<file path="src/rtl/pwr_seq_pkg.sv">
`timescale 1ns/1ps
package pwr_seq_pkg;
  localparam int unsigned SUPPLY_REG    = 0;
  localparam int unsigned CMD_REG       = 1;
  localparam int unsigned CMD_CYCLE_BIT = 0;
  localparam int unsigned CMD_DOWN_BIT  = 1;

  typedef struct packed {
    logic cycle;
    logic down;
  } cmd_t;
endpackage

</file>
<file path="src/rtl/pwr_seq_regs.sv">
`timescale 1ns/1ps
module pwr_seq_regs
  import pwr_seq_pkg::*;
#(
  parameter int unsigned ADDR_W  = 4,
  parameter int unsigned DATA_W  = 8,
  parameter int unsigned NUM_PSU = 2
) (
  input  logic               clk_i,
  input  logic               rst_ni,
  input  logic               wr_en_i,
  input  logic [ADDR_W-1:0]  wr_addr_i,
  input  logic [DATA_W-1:0]  wr_data_i,
  output logic [NUM_PSU-1:0] psu_off_o,
  output cmd_t               cmd_o
);
  logic sel_supply;
  logic sel_cmd;
  logic unused_data;

  assign sel_supply  = wr_en_i && (wr_addr_i == ADDR_W'(SUPPLY_REG));
  assign sel_cmd     = wr_en_i && (wr_addr_i == ADDR_W'(CMD_REG));
  assign unused_data = ^wr_data_i;

  always_ff @(posedge clk_i or negedge rst_ni) begin
    if (!rst_ni) begin
      psu_off_o <= '0;
    end else if (sel_supply) begin
      psu_off_o <= wr_data_i[NUM_PSU-1:0];
    end
  end

  // command bits act as one-cycle strobes; zeros carry no meaning
  always_comb begin
    cmd_o.cycle = sel_cmd & wr_data_i[CMD_CYCLE_BIT];
    cmd_o.down  = sel_cmd & wr_data_i[CMD_DOWN_BIT];
  end
endmodule

</file>
<file path="src/rtl/pwr_seq_timer.sv">
`timescale 1ns/1ps
module pwr_seq_timer #(
  parameter int unsigned CYCLES = 125_000_000
) (
  input  logic clk_i,
  input  logic rst_ni,
  input  logic start_i,
  output logic active_o
);
  localparam int unsigned CNT_W = (CYCLES > 1) ? $clog2(CYCLES) : 1;
  localparam logic [CNT_W-1:0] LAST = CNT_W'(CYCLES - 1);

  logic [CNT_W-1:0] cnt_q;

  always_ff @(posedge clk_i or negedge rst_ni) begin
    if (!rst_ni) begin
      active_o <= 1'b0;
      cnt_q    <= '0;
    end else if (active_o) begin
      if (cnt_q == LAST) begin
        active_o <= 1'b0;
        cnt_q    <= '0;
      end else begin
        cnt_q <= cnt_q + 1'b1;
      end
    end else if (start_i) begin
      // start accepted only when idle
      active_o <= 1'b1;
      cnt_q    <= '0;
    end
  end
endmodule

</file>
<file path="src/rtl/pwr_seq_domains.sv">
`timescale 1ns/1ps
module pwr_seq_domains #(
  parameter int unsigned NUM_PSU = 2
) (
  input  logic               clk_i,
  input  logic               rst_ni,
  input  logic [NUM_PSU-1:0] psu_off_i,
  input  logic               down_i,
  input  logic               cycle_active_i,
  output logic [NUM_PSU-1:0] psu_en_o,
  output logic               aux_en_o,
  output logic               main_en_o
);
  logic down_q;
  logic all_off;

  always_ff @(posedge clk_i or negedge rst_ni) begin
    if (!rst_ni) begin
      down_q <= 1'b0;
    end else if (down_i) begin
      down_q <= 1'b1;
    end
  end

  for (genvar g = 0; g < NUM_PSU; g++) begin : g_psu
    assign psu_en_o[g] = ~psu_off_i[g];
  end

  assign all_off   = &psu_off_i;
  assign main_en_o = ~all_off & ~down_q;
  assign aux_en_o  = ~cycle_active_i;
endmodule

</file>
<file path="src/rtl/pwr_seq_ctrl.sv">
`timescale 1ns/1ps
module pwr_seq_ctrl
  import pwr_seq_pkg::*;
#(
  parameter int unsigned ADDR_W    = 4,
  parameter int unsigned DATA_W    = 8,
  parameter int unsigned NUM_PSU   = 2,
  parameter int unsigned CYCLES_1S = 125_000_000
) (
  input  logic               clk_i,
  input  logic               rst_ni,
  input  logic               wr_en_i,
  input  logic [ADDR_W-1:0]  wr_addr_i,
  input  logic [DATA_W-1:0]  wr_data_i,
  output logic [NUM_PSU-1:0] psu_en_o,
  output logic               aux_en_o,
  output logic               main_en_o
);
  logic [NUM_PSU-1:0] psu_off;
  cmd_t               cmd;
  logic               cycle_active;

  pwr_seq_regs #(
    .ADDR_W (ADDR_W),
    .DATA_W (DATA_W),
    .NUM_PSU(NUM_PSU)
  ) u_regs (
    .clk_i    (clk_i),
    .rst_ni   (rst_ni),
    .wr_en_i  (wr_en_i),
    .wr_addr_i(wr_addr_i),
    .wr_data_i(wr_data_i),
    .psu_off_o(psu_off),
    .cmd_o    (cmd)
  );

  pwr_seq_timer #(
    .CYCLES(CYCLES_1S)
  ) u_timer (
    .clk_i   (clk_i),
    .rst_ni  (rst_ni),
    .start_i (cmd.cycle),
    .active_o(cycle_active)
  );

  pwr_seq_domains #(
    .NUM_PSU(NUM_PSU)
  ) u_domains (
    .clk_i         (clk_i),
    .rst_ni        (rst_ni),
    .psu_off_i     (psu_off),
    .down_i        (cmd.down),
    .cycle_active_i(cycle_active),
    .psu_en_o      (psu_en_o),
    .aux_en_o      (aux_en_o),
    .main_en_o     (main_en_o)
  );
endmodule

</file>
<file path="config.mk">
export PLATFORM = sky130hd
export DESIGN_NAME = pwr_seq_ctrl
export DESIGN_NICKNAME = d
export VERILOG_FILES = /design/src/rtl/pwr_seq_pkg.sv /design/src/rtl/pwr_seq_regs.sv /design/src/rtl/pwr_seq_timer.sv /design/src/rtl/pwr_seq_domains.sv /design/src/rtl/pwr_seq_ctrl.sv
export SDC_FILE = /design/constraint.sdc
export NUM_CORES = 1
export LEC_CHECK = 0
export BUFFER_PORTS_ARGS = -buffer_cell sky130_fd_sc_hd__clkbuf_2
export CORE_MARGIN = 10
export CORE_UTILIZATION = 55
export DETAILED_ROUTE_END_ITERATION = 10
export HOLD_SLACK_MARGIN = 0.15
export PLACE_DENSITY = 0.75
export SYNTH_ARGS = -nofsm -noshare
export SYNTH_HDL_FRONTEND = slang
export SYNTH_SLANG_ARGS = --single-unit
</file>
<file path="constraint.sdc">
create_clock -name clk_i -period 2.7 [get_ports clk_i]
set_input_delay 0.405 -clock clk_i [delete_from_list [all_inputs] [get_ports clk_i]]
set_output_delay 0.405 -clock clk_i [all_outputs]
set_load 0.005 [all_outputs]
</file>
Word level (Yosys, flattened, before mapping)
Index checks and enable logic that the tools add are counted.
{"block": "totals", "reg_bits": 31, "wordCells": 26, "input_bits": 15}
{"block": "op_classes", "reduce_logical": 5, "add_sub_neg": 1, "n_eq_ne": 2, "bitwise_logic": 8, "mux": 6}
{"operator": "$mux 27", "count": 3}
{"operator": "$add 27x1->27 const B", "count": 1}
{"operator": "$eq 27x27->1 const B", "count": 1}
{"operator": "$not 1->1", "count": 5}
{"operator": "$eq 4x1->1 const B", "count": 1}
{"operator": "$logic_not 4->1", "count": 1}
{"operator": "$and 1x1->1", "count": 3}
{"operator": "$mux 1", "count": 3}
{"operator": "$logic_and 1x1->1", "count": 2}
{"operator": "$reduce_and 2->1", "count": 1}
{"operator": "$reduce_bool 2->1", "count": 1}

Logic depth before layout (Yosys ltp)
{"block": "depth", "depth_word": 5, "mapped_depth": 7, "depth_no_buf": 6}

Cells and area by module
A second synthesis with hierarchy kept.
{"block": "unflattened", "cells_unflattened": 197, "area_unflattened_um2": 1856.8}
{"mod": "pwr_seq_timer", "instances": 1, "cells_each": 183, "area_each_um2": 1682.9}
{"mod": "pwr_seq_regs", "instances": 1, "cells_each": 8, "area_each_um2": 126.4}
{"mod": "pwr_seq_domains", "instances": 1, "cells_each": 6, "area_each_um2": 47.5}

Worst setup path before layout
No wires, ideal clock.
{"block": "synth_path", "path_type": "register to register", "startpoint": "register u_timer.cnt_q[0]", "endpoint": "register u_timer.cnt_q[20]", "synth_period_minus_slack_ns": 1.900, "path_buffers": 1, "arrival_time_ns": 1.832, "path_stages_with_launch": 8, "path_slack_ns": 0.800, "setup_time_ns": 0.069, "cell_sequence": "dfrtp_1 > ha_1 > nand3_1 > nor4_2 > a21o_1 > buf_4 > or4_1 > nand3_1"}
{"block": "synth_via", "elab_chain_len": 3, "word_cells_on_any_way": 4}
{"element": "start, declared", "line_no": "pwr_seq_timer.sv:13", "text": "logic [CNT_W-1:0] cnt_q;"}
{"element": "start signal, assigned", "line_no": "pwr_seq_timer.sv:24", "text": "cnt_q <= cnt_q + 1'b1;"}
{"element": "$add 27x1->27 / $eq 27x27->1 (equally long branches)", "line_no": "pwr_seq_timer.sv:24, pwr_seq_timer.sv:20"}
{"element": "$mux 27 *", "line_no": "pwr_seq_timer.sv:20", "text": "if (cnt_q == LAST) begin"}
{"element": "$mux 27 *", "line_no": "pwr_seq_timer.sv:19", "text": "end else if (active_o) begin"}
Mark *: on every way between the ends. The rest lies on a longest branch, timed or not.
A chain may end at the register's enable or synchronous reset.

Final worst setup path
{"block": "layout_path", "startpoint": "register u_timer.cnt_q[0]", "endpoint": "register u_timer.cnt_q[3]"}
The elaborated chain is that of the path after synthesis.

==> results.ini <==
[logic_synthesis]
synth-edff-count=0
synthTopCellsByArea=dfrtp_1, nand2_1, a31oi_1
synth_area_leader_cell=dfrtp_1
yosys.area.top_type_share_pct=44.29
ys_types=42
ys_ff_latch=31
yosysSeqAreaShare_pct=44.29
syn_area_sq_um=1752
async_reset_ff_share_pct=100.0
yosys_warnings=0
syn-num-nets=208
synth_ff_type=dfrtp_1
syn-instance-count=192
syn_area_per_cell_sq_um=9.123

[floorplan]
rows=20
core_area_sq_um=3053
die_area_sq_um=5842
dieHeight_microns=76.44
start_util_pct=57.38
ios=19
chipWidth_microns=76.44

[cells_and_area]
final_common_cell=dfrtp_1
num-fill-cells=278
area_growth_pct=10.21
final_layout_size_suffix_gt1_share_pct=14.35
final_cell_mix=dfrtp_1, nand2_1, nand3_1
nets=224
antennaDiodeCount=0
final_util_pct=63.24

[cts]
hold_buffers=1
root_buffer=clkbuf_4
cts-buffers-inserted=5
h-tree-depth=2
clkSinkCount=31
clk_pin_slew_ns=0.10
cts_buffer_depth=2
clkLatencyLatePin_ns=0.34
cts_tree=done
cts_setup_buffers=0
postCtsResizedCells=0

[grt]
antenna_found_initial=0
grt_use_met2_pct=22.02
grt_max_degree=32
grtUsageMet3_pct=4.009
grt.total_usage_pct=13.91
use_met1_pct=17.00
overflow=0
grt_first_pass_wirelength_mm=6.837
top_usage_layer=met2
grt_pass1_vias=1479

[sta]
drv_slew=0
final_hold_viol_count=0
fin_skew_ns=0.003969
tns_ns=0
max_slew_margin_pct=49.51
fin_crit_sh_pct=81.72
worstMarginPinSlew_ns=0.7574
rsz0062_at_grt=no
finalCriticalPeriod_ns=2.206
setup_viol=0
fmax_mhz=453.2

[drt]
wl_mm=3.821
wl_per_cell_microns=15.10
drc=0
drtIter0Drc=183
final_antenna_net_count=0
vias_per_cell=6.202
vias=1569
drtPass1Iterations=4

[place]
port_buffers=12
gp_congestion=0.8092
hpwlAfterDp_mm=2.722

[setup_path]
crit_arrival_ns=2.47
crit_fanout=20
critPathLaunchType=register
critPathKind=register to register
end_kind=register
cp.required_ns=2.96

[worst_hold_path]
worst_hold_path_type=input port to register

[pwr]
p_leak_nw=0.7899
ir_drop_mv=0.3232
power_density_nw_per_um2=436.0

[run]
maxCapViolations=0

[run_status]
status=finished clean

[final cells by class]
cell class | instances | area (sq um) | area share, %
multi-input cells | 147 | 912.1 | 47.25
flip-flops and latches | 31 | 775.7 | 40.18
repair buffers | 16 | 92.59 | 4.796
clock buffers | 8 | 68.82 | 3.564
well taps | 44 | 55.05 | 2.852
inverters | 7 | 26.28 | 1.361
[metrics by stage]
step | hold slack [ns] | cells | setup slack (ns) | total power [mW] | area (sq um)
2_1_floorplan | 0.1094 | 192 | 0.7998 | 0.5026 | 1752
6_report | 0.2881 | 253 | 0.4936 | 0.8417 | 1931
3_3_place_gp | 0.4565 | 244 | 0.5895 | 0.5323 | 1852
5_1_grt | 0.3198 | 253 | 0.2718 | 0.8804 | 1931
3_5_place_dp | 0.4682 | 244 | 0.5046 | 0.5346 | 1852
4_1_cts | 0.2854 | 253 | 0.4766 | 0.8425 | 1931
[routing by layer]
metal / routed length [microns] / vias to the layer above
met4: 69 / 0
met2: 1824 / 31
met3: 180 / 8
li1: - / 766
met1: 1746 / 764
met5: 0 / -
[state kept, by name, summed over array words and instances (netlist names)]
name and flops:
u_timer.cnt_q 27, u_domains.down_q 1, u_regs.psu_off_o 2, u_timer.active_o 1
[worst max-delay path, stage by stage, from the launching register on]
cell	delay, ns
dfrtp_1	0.44
ha_1	0.26
nand3_1	0.27
nor4_2	0.10
a21oi_2	0.40
buf_4	0.32
a41oi_1	0.14
a31oi_1	0.18
[report_power, final]
group          leakage [nW]  internal (mW)  switching (mW)
Clock                0.0386          0.153           0.164
Combinational         0.444         0.0194          0.0249
Sequential            0.307          0.474         0.00595
[path summary, 6_finish.rpt]
kind	slack [ns]	start	cells after the start	end
max	0.49	u_timer.cnt_q[0]	7	u_timer.cnt_q[3]
min	0.29	wr_data_i[1]	3	u_regs.psu_off_o[1]
max reg2reg	0.49	u_timer.cnt_q[0]	7	u_timer.cnt_q[3]
min reg2reg	0.48	u_domains.down_q	1	u_domains.down_q
max in group asynchronous	1.56	rst_ni	2	u_timer.cnt_q[14]
min in group asynchronous	0.65	rst_ni	2	u_timer.cnt_q[20]
[cell usage after synthesis (all sizes together), types with 2 or more instances]
cell type / n
a41oi: 4
a21oi: 11
a21o: 4
inv: 6
nand3: 17
dfrtp: 31
nand4: 11
a31oi: 14
or3: 4
nor4: 5
or4: 3
o21ai: 11
a211o: 2
clkbuf: 2
o211ai: 3
nor2: 9
nand2: 29
buf: 5
and3: 2
nor3: 4
[cells by family (layout without fill, tap and decap cells)]
logic type | after synthesis | count (layout) | share of synthesized area, %
AO/OA/AOI/OAI | 54 | 54 | 20.00
adder cells (fa/ha/maj) | 1 | 1 | 0.7142
buffers and inverters | 14 | 31 | 3.642
flip-flops | 31 | 31 | 44.29
multiplexers | 1 | 1 | 0.5715
AND/OR/NAND/NOR | 91 | 91 | 30.79
Power figures use the tool's default switching activity.
